File: src/rtl/uart_pkg.sv
package uart_pkg;
  localparam int DATA_W = 8;
  localparam int DIV_W  = 16;
  localparam int FRAC_W = 4;
  localparam int OSR    = 16;

  localparam logic [2:0] ADDR_DATA = 3'd0;
  localparam logic [2:0] ADDR_DLM  = 3'd1;
  localparam logic [2:0] ADDR_FCR  = 3'd2;
  localparam logic [2:0] ADDR_LCR  = 3'd3;
  localparam logic [2:0] ADDR_LSR  = 3'd5;
  localparam logic [2:0] ADDR_FRAC = 3'd7;

  typedef enum logic [1:0] {RX_IDLE, RX_START, RX_DATA, RX_STOP} rx_state_e;

  function automatic int trig_level(input logic [1:0] sel);
    case (sel)
      2'd0:    return 1;
      2'd1:    return 4;
      2'd2:    return 8;
      default: return 14;
    endcase
  endfunction
endpackage

File: src/rtl/uart_fifo.sv
module uart_fifo #(
  parameter int W     = 8,
  parameter int DEPTH = 16
) (
  input  logic                         clk_i,
  input  logic                         rst_ni,
  input  logic                         clr_i,
  input  logic                         push_i,
  input  logic [W-1:0]                 din_i,
  input  logic                         pop_i,
  output logic [W-1:0]                 dout_o,
  output logic [$clog2(DEPTH):0]       count_o,
  output logic                         empty_o,
  output logic                         full_o
);
  localparam int AW = $clog2(DEPTH);
  localparam int CW = AW + 1;

  logic [W-1:0]  mem [DEPTH];
  logic [AW-1:0] wp, rp;
  logic [CW-1:0] cnt;
  logic          do_push, do_pop;

  assign empty_o = (cnt == '0);
  assign full_o  = (cnt == CW'(DEPTH));
  assign do_push = push_i && !full_o;
  assign do_pop  = pop_i && !empty_o;
  assign dout_o  = mem[rp];
  assign count_o = cnt;

  function automatic logic [AW-1:0] nxt(input logic [AW-1:0] p);
    return (p == AW'(DEPTH - 1)) ? '0 : p + AW'(1);
  endfunction

  always_ff @(posedge clk_i) begin
    if (do_push) mem[wp] <= din_i;
  end

  always_ff @(posedge clk_i or negedge rst_ni) begin
    if (!rst_ni) begin
      wp  <= '0;
      rp  <= '0;
      cnt <= '0;
    end else if (clr_i) begin
      wp  <= '0;
      rp  <= '0;
      cnt <= '0;
    end else begin
      if (do_push) wp <= nxt(wp);
      if (do_pop)  rp <= nxt(rp);
      case ({do_push, do_pop})
        2'b10:   cnt <= cnt + CW'(1);
        2'b01:   cnt <= cnt - CW'(1);
        default: cnt <= cnt;
      endcase
    end
  end
endmodule

File: src/rtl/uart_baud.sv
module uart_baud
  import uart_pkg::*;
(
  input  logic              clk_i,
  input  logic              rst_ni,
  input  logic              restart_i,
  input  logic [DIV_W-1:0]  dl_i,
  input  logic [FRAC_W-1:0] mul_i,
  input  logic [FRAC_W-1:0] add_i,
  output logic              tick_o
);
  localparam int AW = FRAC_W + 1;

  logic [DIV_W-1:0] cnt, dl_eff;
  logic [AW-1:0]    acc, sum, mul_eff;
  logic             stall, period_end;

  assign dl_eff     = (dl_i == '0) ? DIV_W'(1) : dl_i;
  assign mul_eff    = (mul_i == '0) ? AW'(1) : AW'(mul_i);
  assign period_end = (cnt >= dl_eff - DIV_W'(1));
  assign sum        = acc + AW'(add_i);
  assign tick_o     = period_end && !stall && !restart_i;

  always_ff @(posedge clk_i or negedge rst_ni) begin
    if (!rst_ni) begin
      cnt   <= '0;
      acc   <= '0;
      stall <= 1'b0;
    end else if (restart_i) begin
      cnt   <= '0;
      acc   <= '0;
      stall <= 1'b0;
    end else if (period_end) begin
      cnt <= '0;
      if (stall) begin
        stall <= 1'b0;
      end else if (add_i != '0 && sum >= mul_eff) begin
        // accumulator wrapped: hold the next tick back by one period
        acc   <= sum - mul_eff;
        stall <= 1'b1;
      end else begin
        acc <= sum;
      end
    end else begin
      cnt <= cnt + DIV_W'(1);
    end
  end
endmodule

File: src/rtl/uart_tx.sv
module uart_tx
  import uart_pkg::*;
(
  input  logic              clk_i,
  input  logic              rst_ni,
  input  logic              tick_i,
  input  logic              empty_i,
  input  logic [DATA_W-1:0] data_i,
  output logic              pop_o,
  output logic              busy_o,
  output logic              txd_o
);
  localparam int SW = DATA_W + 2;
  localparam int BW = $clog2(SW);
  localparam int TW = $clog2(OSR);

  logic [SW-1:0] shreg;
  logic [BW-1:0] bcnt;
  logic [TW-1:0] tcnt;

  assign pop_o = tick_i && !busy_o && !empty_i;
  assign txd_o = shreg[0];

  always_ff @(posedge clk_i or negedge rst_ni) begin
    if (!rst_ni) begin
      shreg  <= '1;
      bcnt   <= '0;
      tcnt   <= '0;
      busy_o <= 1'b0;
    end else if (pop_o) begin
      shreg  <= {1'b1, data_i, 1'b0};
      bcnt   <= '0;
      tcnt   <= '0;
      busy_o <= 1'b1;
    end else if (busy_o && tick_i) begin
      tcnt <= tcnt + TW'(1);
      if (tcnt == TW'(OSR - 1)) begin
        shreg <= {1'b1, shreg[SW-1:1]};
        bcnt  <= bcnt + BW'(1);
        if (bcnt == BW'(SW - 1)) busy_o <= 1'b0;
      end
    end
  end
endmodule

File: src/rtl/uart_rx.sv
module uart_rx
  import uart_pkg::*;
(
  input  logic              clk_i,
  input  logic              rst_ni,
  input  logic              tick_i,
  input  logic              rxd_i,
  output logic              done_o,
  output logic              ferr_o,
  output logic [DATA_W-1:0] data_o
);
  localparam int TW = $clog2(OSR);
  localparam int BW = $clog2(DATA_W);

  rx_state_e     state;
  logic [1:0]    sync;
  logic          rxs;
  logic [TW-1:0] cnt;
  logic [BW-1:0] bitn;

  assign rxs = sync[1];

  always_ff @(posedge clk_i or negedge rst_ni) begin
    if (!rst_ni) begin
      sync   <= 2'b11;
      state  <= RX_IDLE;
      cnt    <= '0;
      bitn   <= '0;
      data_o <= '0;
      done_o <= 1'b0;
      ferr_o <= 1'b0;
    end else begin
      sync   <= {sync[0], rxd_i};
      done_o <= 1'b0;
      case (state)
        RX_IDLE: begin
          if (!rxs) begin
            state <= RX_START;
            cnt   <= '0;
          end
        end
        RX_START: if (tick_i) begin
          if (cnt == TW'(OSR / 2 - 1)) begin
            cnt  <= '0;
            bitn <= '0;
            state <= rxs ? RX_IDLE : RX_DATA;
          end else begin
            cnt <= cnt + TW'(1);
          end
        end
        RX_DATA: if (tick_i) begin
          cnt <= cnt + TW'(1);
          if (cnt == TW'(OSR - 1)) begin
            data_o <= {rxs, data_o[DATA_W-1:1]};
            bitn   <= bitn + BW'(1);
            if (bitn == BW'(DATA_W - 1)) state <= RX_STOP;
          end
        end
        RX_STOP: if (tick_i) begin
          cnt <= cnt + TW'(1);
          if (cnt == TW'(OSR - 1)) begin
            done_o <= 1'b1;
            ferr_o <= !rxs;
            state  <= RX_IDLE;
          end
        end
        default: state <= RX_IDLE;
      endcase
    end
  end
endmodule

File: src/rtl/uart_frac.sv
module uart_frac
  import uart_pkg::*;
#(
  parameter int FIFO_DEPTH = 16
) (
  input  logic       clk_i,
  input  logic       rst_ni,
  input  logic [2:0] addr_i,
  input  logic       wr_i,
  input  logic       rd_i,
  input  logic [7:0] wdata_i,
  output logic [7:0] rdata_o,
  input  logic       rxd_i,
  output logic       txd_o,
  output logic       irq_o,
  output logic       tx_empty_o,
  output logic       tx_full_o,
  output logic       rx_empty_o,
  output logic       rx_full_o,
  output logic       overrun_o
);
  localparam int CW = $clog2(FIFO_DEPTH) + 1;

  logic [DIV_W-1:0]  dl;
  logic [FRAC_W-1:0] frac_mul, frac_add;
  logic              dlab, ferr, ovr;
  logic [1:0]        trig_sel;

  logic              tick, tx_busy, tx_pop, tx_push, rx_pop, rx_push;
  logic              lsr_rd, fcr_wr, baud_restart;
  logic [DATA_W-1:0] tx_head, rx_head, rx_byte;
  logic              rx_done, rx_ferr;
  logic [CW-1:0]     tx_count, rx_count;
  logic [7:0]        lsr;

  assign tx_push      = wr_i && addr_i == ADDR_DATA && !dlab;
  assign rx_pop       = rd_i && addr_i == ADDR_DATA && !dlab;
  assign lsr_rd       = rd_i && addr_i == ADDR_LSR;
  assign fcr_wr       = wr_i && addr_i == ADDR_FCR;
  assign baud_restart = wr_i && ((dlab && (addr_i == ADDR_DATA || addr_i == ADDR_DLM))
                                 || addr_i == ADDR_FRAC);
  assign rx_push      = rx_done && !rx_full_o;

  always_ff @(posedge clk_i or negedge rst_ni) begin
    if (!rst_ni) begin
      dl       <= DIV_W'(1);
      frac_mul <= FRAC_W'(1);
      frac_add <= '0;
      dlab     <= 1'b0;
      trig_sel <= 2'd0;
    end else if (wr_i) begin
      case (addr_i)
        ADDR_DATA: if (dlab) dl[7:0] <= wdata_i;
        ADDR_DLM:  if (dlab) dl[15:8] <= wdata_i;
        ADDR_FCR:  trig_sel <= wdata_i[7:6];
        ADDR_LCR:  dlab <= wdata_i[7];
        ADDR_FRAC: {frac_mul, frac_add} <= wdata_i;
        default: ;
      endcase
    end
  end

  // set wins over the clearing read in the same cycle
  always_ff @(posedge clk_i or negedge rst_ni) begin
    if (!rst_ni) begin
      ovr  <= 1'b0;
      ferr <= 1'b0;
    end else begin
      if (rx_done && rx_full_o) ovr <= 1'b1;
      else if (lsr_rd)          ovr <= 1'b0;
      if (rx_done && rx_ferr)   ferr <= 1'b1;
      else if (lsr_rd)          ferr <= 1'b0;
    end
  end

  uart_baud u_baud (
    .clk_i, .rst_ni,
    .restart_i (baud_restart),
    .dl_i      (dl),
    .mul_i     (frac_mul),
    .add_i     (frac_add),
    .tick_o    (tick)
  );

  uart_fifo #(.W(DATA_W), .DEPTH(FIFO_DEPTH)) u_tx_fifo (
    .clk_i, .rst_ni,
    .clr_i   (fcr_wr && wdata_i[2]),
    .push_i  (tx_push),
    .din_i   (wdata_i),
    .pop_i   (tx_pop),
    .dout_o  (tx_head),
    .count_o (tx_count),
    .empty_o (tx_empty_o),
    .full_o  (tx_full_o)
  );

  uart_fifo #(.W(DATA_W), .DEPTH(FIFO_DEPTH)) u_rx_fifo (
    .clk_i, .rst_ni,
    .clr_i   (fcr_wr && wdata_i[1]),
    .push_i  (rx_push),
    .din_i   (rx_byte),
    .pop_i   (rx_pop),
    .dout_o  (rx_head),
    .count_o (rx_count),
    .empty_o (rx_empty_o),
    .full_o  (rx_full_o)
  );

  uart_tx u_tx (
    .clk_i, .rst_ni,
    .tick_i  (tick),
    .empty_i (tx_empty_o),
    .data_i  (tx_head),
    .pop_o   (tx_pop),
    .busy_o  (tx_busy),
    .txd_o
  );

  uart_rx u_rx (
    .clk_i, .rst_ni,
    .tick_i (tick),
    .rxd_i,
    .done_o (rx_done),
    .ferr_o (rx_ferr),
    .data_o (rx_byte)
  );

  assign irq_o     = rx_count >= CW'(trig_level(trig_sel));
  assign overrun_o = ovr;
  assign lsr       = {1'b0, tx_empty_o && !tx_busy, tx_empty_o, 1'b0,
                      ferr, 1'b0, ovr, !rx_empty_o};

  always_comb begin
    rdata_o = 8'h00;
    case (addr_i)
      ADDR_DATA: rdata_o = dlab ? dl[7:0] : rx_head;
      ADDR_DLM:  rdata_o = dlab ? dl[15:8] : 8'h00;
      ADDR_LCR:  rdata_o = {dlab, 7'b0000011};
      ADDR_LSR:  rdata_o = lsr;
      ADDR_FRAC: rdata_o = {frac_mul, frac_add};
      default:   rdata_o = 8'h00;
    endcase
  end

  logic unused_ok;
  assign unused_ok = ^tx_count;
endmodule

File: config.mk
export PLATFORM = sky130hd
export DESIGN_NAME = uart_frac
export DESIGN_NICKNAME = d
export VERILOG_FILES = /design/src/rtl/uart_pkg.sv /design/src/rtl/uart_fifo.sv /design/src/rtl/uart_baud.sv /design/src/rtl/uart_tx.sv /design/src/rtl/uart_rx.sv /design/src/rtl/uart_frac.sv
export SDC_FILE = /design/constraint.sdc
export NUM_CORES = 1
export LEC_CHECK = 0
export ABC_AREA = 1
export BUFFER_PORTS_ARGS = -buffer_cell sky130_fd_sc_hd__buf_2
export CORE_MARGIN = 4
export CORE_UTILIZATION = 55
export CTS_CLUSTER_DIAMETER = 50
export DETAILED_ROUTE_END_ITERATION = 10
export PLACE_DENSITY = 0.74
export SYNTH_ARGS = -nofsm -noshare
export SYNTH_HDL_FRONTEND = slang
export SYNTH_SLANG_ARGS = --single-unit
File: constraint.sdc
create_clock -name clk_i -period 4.4 [get_ports clk_i]
set_input_delay 0.22 -clock clk_i [delete_from_list [all_inputs] [get_ports clk_i]]
set_output_delay 0.22 -clock clk_i [all_outputs]
set_load 0.02 [all_outputs]
Yosys cells after proc, flatten, opt, wreduce, memory -nomap -nowiden

Memories as Yosys holds them, arrays and structs flattened.
Cells that the tools add are included.

Memory bits (writable): 256
Register bits after elaboration: 117
Logic and storage cells: 228
Latch bits: 0
Input port bits: 16
Bits in read-only memories: 0
Memories kept: 2

Multipliers: 0
Shifts and indexed selects: 0
Reduce and logical (&&, ||, !) cells: 70
Order comparisons: 3
Div/mod/pow operators: 0
Bitwise operators: 0
Equal/unequal tests: 35
$add $sub $neg: 16
Muxes and demuxes: 74

Memories:

| name          | words | bits a word | rd ports | clocked after memory_dff | write ports | line            | RTL |
|---|---|---|---|---|---|---|---|
| u_rx_fifo.mem | 16    | 8           | 1        | 0                        | 1           | uart_fifo.sv:19 | `logic [W-1:0] mem [DEPTH];` |
| u_tx_fifo.mem | 16    | 8           | 1        | 0                        | 1           | uart_fifo.sv:19 |  |

Operator list:

| kind                    | number |
|---|---|
| $mux W4                 | 22 |
| $mux W16                | 3 |
| $pmux W8 S5             | 1 |
| $mux W10                | 3 |
| $mux W5                 | 6 |
| $add A4 B1 Y4 const B   | 7 |
| $eq A4 B4 Y1 const B    | 7 |
| $logic_and A1 B1 Y1     | 24 |
| $pmux W4 S3             | 2 |
| $reduce_bool A2 Y1      | 11 |
| $pmux W5 S2             | 2 |
| $mux W1                 | 18 |
| $mux W2                 | 9 |
| $reduce_and A3 Y1       | 6 |
| $add A16 B1 Y16 const B | 1 |
| $ge A16 B16 Y1          | 1 |
| $logic_not A16 Y1       | 1 |
| $mux W8                 | 2 |
| $sub A16 B1 Y16 const B | 1 |
| $mux W3                 | 4 |
| $ne A2 B1 Y1 const B    | 6 |
| $add A5 B1 Y5 const B   | 2 |
| $eq A2 B2 Y1 const B    | 5 |
| $eq A5 B5 Y1 const B    | 2 |
| other kinds (25)        | 52 |

Logic depth before layout (Yosys ltp)

Depth in word-level cells: 13
Mapped depth: 27

By module

From an unflattened synthesis, not the netlist that was laid out.

Cells, all modules: 1762
Area, all modules: 17937.2 µm²

By module, submodules not included:

| module                | cells each | instances | sequential area each (µm²) | area an instance (µm²) |
|---|---|---|---|---|
| uart_fifo (u_tx_fifo) | 470        | 1         | 4169.0                     | 5954.5 |
| uart_fifo (u_rx_fifo) | 482        | 1         | 4169.0                     | 5909.4 |
| uart_baud             | 313        | 1         | 550.5                      | 2229.6 |
| uart_frac             | 251        | 1         | 728.2                      | 1863.0 |
| uart_rx               | 119        | 1         | 528.0                      | 1001.0 |
| uart_tx               | 127        | 1         | 461.7                      | 979.7 |

Worst setup path after synthesis

OpenSTA, ideal clock, no wires.

Kind: flip-flop to flip-flop
Start point: register dl[0]
End point: register u_tx_fifo.cnt[4] (netlist: u_tx_fifo.count_o[4])
Path slack: 0.290 ns
Data arrival time: 3.985 ns
Cell stages (with the launch flop): 28
Cell sequence: dfstp_2 -> nor2_1 -> nand2_1 -> nor3_1 -> nor2_1 -> ha_1 -> nand2_1 -> nor2_1 -> inv_1 -> nor2_1 -> nand3b_1 -> nor2_1 -> xor2_1 -> inv_1 -> ha_1 -> nand2_1 -> nor3_1 -> nand2_1 -> nand2_2 -> nand3_2 -> nor2_2 -> buf_4 -> ha_1 -> ha_1 -> a21oi_1 -> nand2_1 -> xor2_1 -> o22ai_1

Longest elaborated chain between the ends: 12
Elaborated cells between the ends (all ways): 14
Classes of those cells: add/sub: 1; order compare: 1; eq/ne: 2; mux: 3; reduce/logical: 7

Ends and longest elaborated chain:

| what                                                | line            | RTL |
|---|---|---|
| start, declared                                     | uart_frac.sv:24 | `logic [DIV_W-1:0] dl;` |
| start signal, assigned                              | uart_frac.sv:53 | `ADDR_DATA: if (dlab) dl[7:0] <= wdata_i;` |
| $logic_not A16 Y1                                   | uart_baud.sv:18 | `assign dl_eff = (dl_i == '0) ? DIV_W'(1) : dl_i;` |
| $mux W16 (*)                                        | uart_baud.sv:18 |  |
| $sub A16 B1 Y16 (*)                                 | uart_baud.sv:20 | `assign period_end = (cnt >= dl_eff - DIV_W'(1));` |
| $ge A16 B16 Y1 (*)                                  | uart_baud.sv:20 |  |
| $logic_and A1 B1 Y1 (*) (2 in series)               | uart_baud.sv:22 | `assign tick_o = period_end && !stall && !restart_i;` |
| $logic_and A1 B1 Y1 (*) (2 in series)               | uart_tx.sv:21   | `assign pop_o = tick_i && !busy_o && !empty_i;` |
| $logic_and A1 B1 Y1 (*)                             | uart_fifo.sv:27 | `assign do_pop = pop_i && !empty_o;` |
| $eq A2 B1 Y1 / $eq A2 B2 Y1 (equally long branches) | uart_fifo.sv:51 | `case ({do_push, do_pop})` |
| $pmux W5 S2                                         | uart_fifo.sv:51 |  |
| $mux W5                                             | uart_fifo.sv:44 | `end else if (clr_i) begin` |
| end signal, assigned                                | uart_fifo.sv:52 | `2'b10: cnt <= cnt + CW'(1);` |
| end signal, assigned                                | uart_fifo.sv:53 | `2'b01: cnt <= cnt - CW'(1);` |
| end signal, assigned                                | uart_fifo.sv:54 | `default: cnt <= cnt;` |
| end, declared                                       | uart_fifo.sv:21 | `logic [CW-1:0] cnt;` |

Every way passes the cells marked *; elsewhere a longest branch is shown, timed or not.
A chain may end at the register's enable or synchronous reset.

Worst setup path after layout

Start point: register dl[0]
End point: register u_tx_fifo.cnt[3] (netlist: u_tx_fifo.count_o[3])

Same word-level chain as after synthesis.

==> metrics.md <==
| Metric | Value |
|---|---|
| # H-tree levels | `2` |
| Int Pwr | `between 7 and 8 mW` |
| Reg clk slew, reported paths | `0.06 ns` |
| Ratio of cells with drive above 1 in the final layout | `approximately 9.7%` |
| Pre-antenna DRT Iters | `6` |
| Net Sw Frac | `approximately a third` |
| Syn Nets | `between 1500 and 2000` |
| Multiplexer area fraction after synthesis | `0%` |
| Post-synthesis adder-cell area fraction | `between 4 and 5%` |
| CTS Sinks | `around 370` |
| Filler instances | `roughly 2400` |
| Max Slew Vio Count | `0` |
| FF-to-FF setup slack | `roughly 0.32 ns` |
| CTS Buffer Depth | `3` |
| Initial DRC count | `roughly 1300` |
| Worst-case headroom to the max-slew limit | `40.2%` |
| Vias per cell | `5.81` |
| First-pass GRT wire length | `around 63000 um` |
| Sw Pwr | `between 3 and 4 mW` |
| Routed wire length | `39800 um` |
| Hpwl dp | `26000 um` |
| Kind of end point of the critical path | `flip-flop` |
| Die Span Y | `~180 um` |
| Setup WS pre-CTS | `roughly 0.09 ns` |
| End of the worst hold path | `ferr$_DFFE_PN0P_` |
| Min Tclk post-route | `around 4.1 ns` |
| Vias in the first global route | `about 12000` |
| Most used flip-flop cell after synthesis | `edfxtp_1` |
| Critical Path RT | `around 4.8 ns` |
| Area share of xor/xnor cells in the synthesized design | `between 2 and 2.5%` |
| # Post-CTS Setup Buffers | `0` |
| #FFs+latches synth | `372` |
| Reg power frac | `~40%` |
| Post-synthesis sequential area ratio | `61.8%` |
| CP dominant cell by count | `nand2_1` |
| Starting Density | `around 56%` |
| Reg2reg start | `dl[0]$_DFFE_PN1P_` |
| Antenna-violating nets left | `0` |
| Final Hold Vio Count | `0` |
| Fin area | `19100 um^2` |
| Least-Margin Pin Slew | `0.893 ns` |
| Setup ws final | `0.322 ns` |
| Reg2Reg Depth | `26` |
| Worst IR drop on VDD | `380 uV` |
| IO buf count | `30` |
| Via count | `between 10000 and 15000` |
| RePlAce Congestion | `roughly 0.90` |
| Io pins | `31` |
| Root buf cell | `clkbuf_16` |
| Total power | `around 11 mW` |
| Netlist cell types | `between 40 and 50` |
| CP max stage cell | `dfstp_2` |
| Final setup violation count | `0` |
| Post-Synth Simple-Gate Area | `between 10% and 20%` |
| RSZ-0062 raised after global routing | `no` |
| Leakage | `7.37 nW` |
| Placed cell area | `17600 um^2` |
| Post-synthesis cell count | `roughly 1600` |
| FP Rows | `64` |
| Number of flops mapped to enable cells by yosys | `256` |
| Hold path depth | `4` |
| Logic pwr share | `29.4%` |
| R2R Path End | `u_tx_fifo.count_o[3]$_DFFE_PN0P_` |
| Largest net degree at the start of global routing | `68` |
| Cell Area, Synth | `17200 um^2` |
| Fin crit share | `slightly above 90%` |
| Largest family of logic cells by synthesized area | `simple AND/OR/NAND/NOR gates` |
| DRC | `0` |
| Post-Syn Area per Cell | `approximately 10 um^2` |
| Hold Crit Class | `in -> reg` |
| CTS tree | `done` |
| Syn-to-layout area delta | `11.4%` |
| Critical path fanouts, max | `6` |
| Max-cap check violation count | `0` |
| Outcome | `finished clean` |
| Setup tns final | `0 ns` |
| CTS Buf Count | `42` |
| Core Area | `~30000 um^2` |
| Crit start category | `flip-flop` |
| Die W | `roughly 180 um` |
| Routed len/inst | `18.8 um` |
| Antenna violations before repair | `1` |
| Clock Power Share | `31.4%` |
| Async set-reset flop share out of synthesis | `between 30% and 40%` |
| HP Start | `rd_i` |
| Critical path's top delay family | `simple AND/OR/NAND/NOR gates` |
| Setup CP Type | `reg -> reg` |
| Worst clock skew | `between 0.02 and 0.03 ns` |
| Number of cells on the critical path | `26` |
| Final net count | `1757` |
| CP peak stage delay | `approximately 0.56 ns` |
| Global-route usage over all layers | `a little under a quarter` |
| GRT overflow | `0` |
| F_max | `0.245 GHz` |
| Die area | `about 34000 um^2` |
| Clock latency at the later pin of the worst-skew pair | `0.54 ns` |
| Synth Warn # | `0` |
| Worst path arrival time | `~4.5 ns` |
| Pwr/cell area | `roughly 580 nW/um^2` |
| Synth Area in Compound Gates | `~11%` |
| CP bufs+invs | `2` |
[worst reg2reg max path, delay by kind of cell, from the launching register on]
kind | cells | cell delay (ns)
AO/OA/AOI/OAI | 2 | 0.22
XOR/XNOR | 2 | 0.29
adder cells (fa/ha/maj) | 4 | 0.92
buffers and inverters | 2 | 0.13
flip-flops | 1 | 0.56
AND/OR/NAND/NOR | 16 | 1.82
[metrics by stage]
stage / util, % / hold slack (ns) / instances
after floorplan: - / -0.0756 / 1647
after global placement: 57.5 / 0.328 / 2031
after detailed placement: 57.5 / 0.327 / 2031
after CTS: 62.2 / 0.0347 / 2112
after global routing: 62.3 / 0.0647 / 2113
final: 62.3 / 0.0440 / 2113
[layer usage]
metal | part of all wire (%) | up-vias | global-route usage, %
li1 | - | 5805 | -
met1 | 41 | 5946 | 31.7
met2 | 49 | 442 | 39.4
met3 | 6.4 | 81 | 3.32
met4 | 2.9 | 0 | 7.42
met5 | 0 | - | 0
[cells in the mapped netlist (27+ instances only)]
master	number	share of area, %
nand2_1	262	5.7
edfxtp_1	256	45
nor2_1	249	5.4
o21ai_0	194	5.7
inv_1	117	2.6
dfrtp_1	103	15
nand3_1	74	2.2
ha_1	55	4.0
o22ai_1	42	1.5
a21oi_1	34	0.99
clkbuf_1	34	0.74
o211ai_1	32	1.4
xor2_1	27	1.4
[registers in the layout, indices dropped and copies added, names as in the netlist, 5 cells and up, named ones only]
signal and flops:
u_rx_fifo.count_o 5, u_tx_fifo.mem 128, u_rx_fifo.mem 128, u_baud.acc 5, u_baud.cnt 16, dl 16
u_rx.data_o 8, u_tx.shreg 9, u_tx_fifo.count_o 5
[power by group through the flow]
stage	combinational [mW]	sequential [mW]	clock, mW
CTS	3.21	4.32	3.51
global placement	3.09	4.37	0
floorplan	2.31	4.29	0
finish	3.24	4.33	3.47
global route	3.62	4.37	3.67
detailed placement	3.19	4.38	0
[layout by cell type (no fill, tap or decap), types with 5 or more instances in the layout]
master	n
a21oi_1	33
a221oi_1	5
buf_2	29
buf_4	17
clkbuf_1	5
clkbuf_16	43
clkinv_1	11
clkinv_2	9
clkinvlp_4	5
dfrtp_1	100
dfstp_2	13
edfxtp_1	256
ha_1	54
inv_1	117
nand2_1	262
nand3_1	74
nand4_1	24
nor2_1	247
nor2_2	7
nor3_1	8
o211ai_1	32
o21ai_0	192
o21ai_1	18
o221ai_1	7
o22ai_1	42
xnor2_1	13
xor2_1	27
[worst max-delay path by stage]
stage	start	end	slack [ns]
6_report	dl[0]$_DFFE_PN1P_	u_tx_fifo.count_o[3]$_DFFE_PN0P_	0.32
3_5_place_dp	dl[0]$_DFFE_PN1P_	u_tx_fifo.count_o[3]$_DFFE_PN0P_	0.09
5_1_grt	dl[0]$_DFFE_PN1P_	u_tx_fifo.count_o[3]$_DFFE_PN0P_	0.01
3_3_place_gp	dl[0]$_DFFE_PN1P_	u_tx_fifo.count_o[4]$_DFFE_PN0P_	0.31
2_1_floorplan	dl[0]$_DFFE_PN1P_	u_tx_fifo.count_o[4]$_DFFE_PN0P_	0.29
4_1_cts	dl[8]$_DFFE_PN0P_	u_tx_fifo.count_o[3]$_DFFE_PN0P_	0.06
[timing repair]
action,in CTS,in global routing
hold buffers,3,0
hold endpoints to repair,47,0
resized for setup,0,12
setup endpoints to repair,0,4
[cell type report]
| cell class | count | area [um^2] | area share (%) |
|---|---|---|---|
| Timing Repair Buffer | 49 | 303 | 1.58 |
| Inverter | 128 | 480 | 2.51 |
| Antenna cell | 1 | 2.50 | 0.0131 |
| Sequential cell | 372 | 10600 | 55.5 |
| Clock buffer | 52 | 1150 | 6.02 |
| Multi-Input combinational cell | 1089 | 5820 | 30.5 |
| Clock inverter | 26 | 251 | 1.32 |
| Tap cell | 396 | 495 | 2.59 |
[cells by family (layout without fill, tap and decap cells)]
logic type	Yosys count	after routing
AND/OR/NAND/NOR	649	649
buffers and inverters	186	255
other	0	1
AO/OA/AOI/OAI	341	341
XOR/XNOR	40	40
adder cells (fa/ha/maj)	59	59
flip-flops	372	372
(Power assumes the default switching activity.)
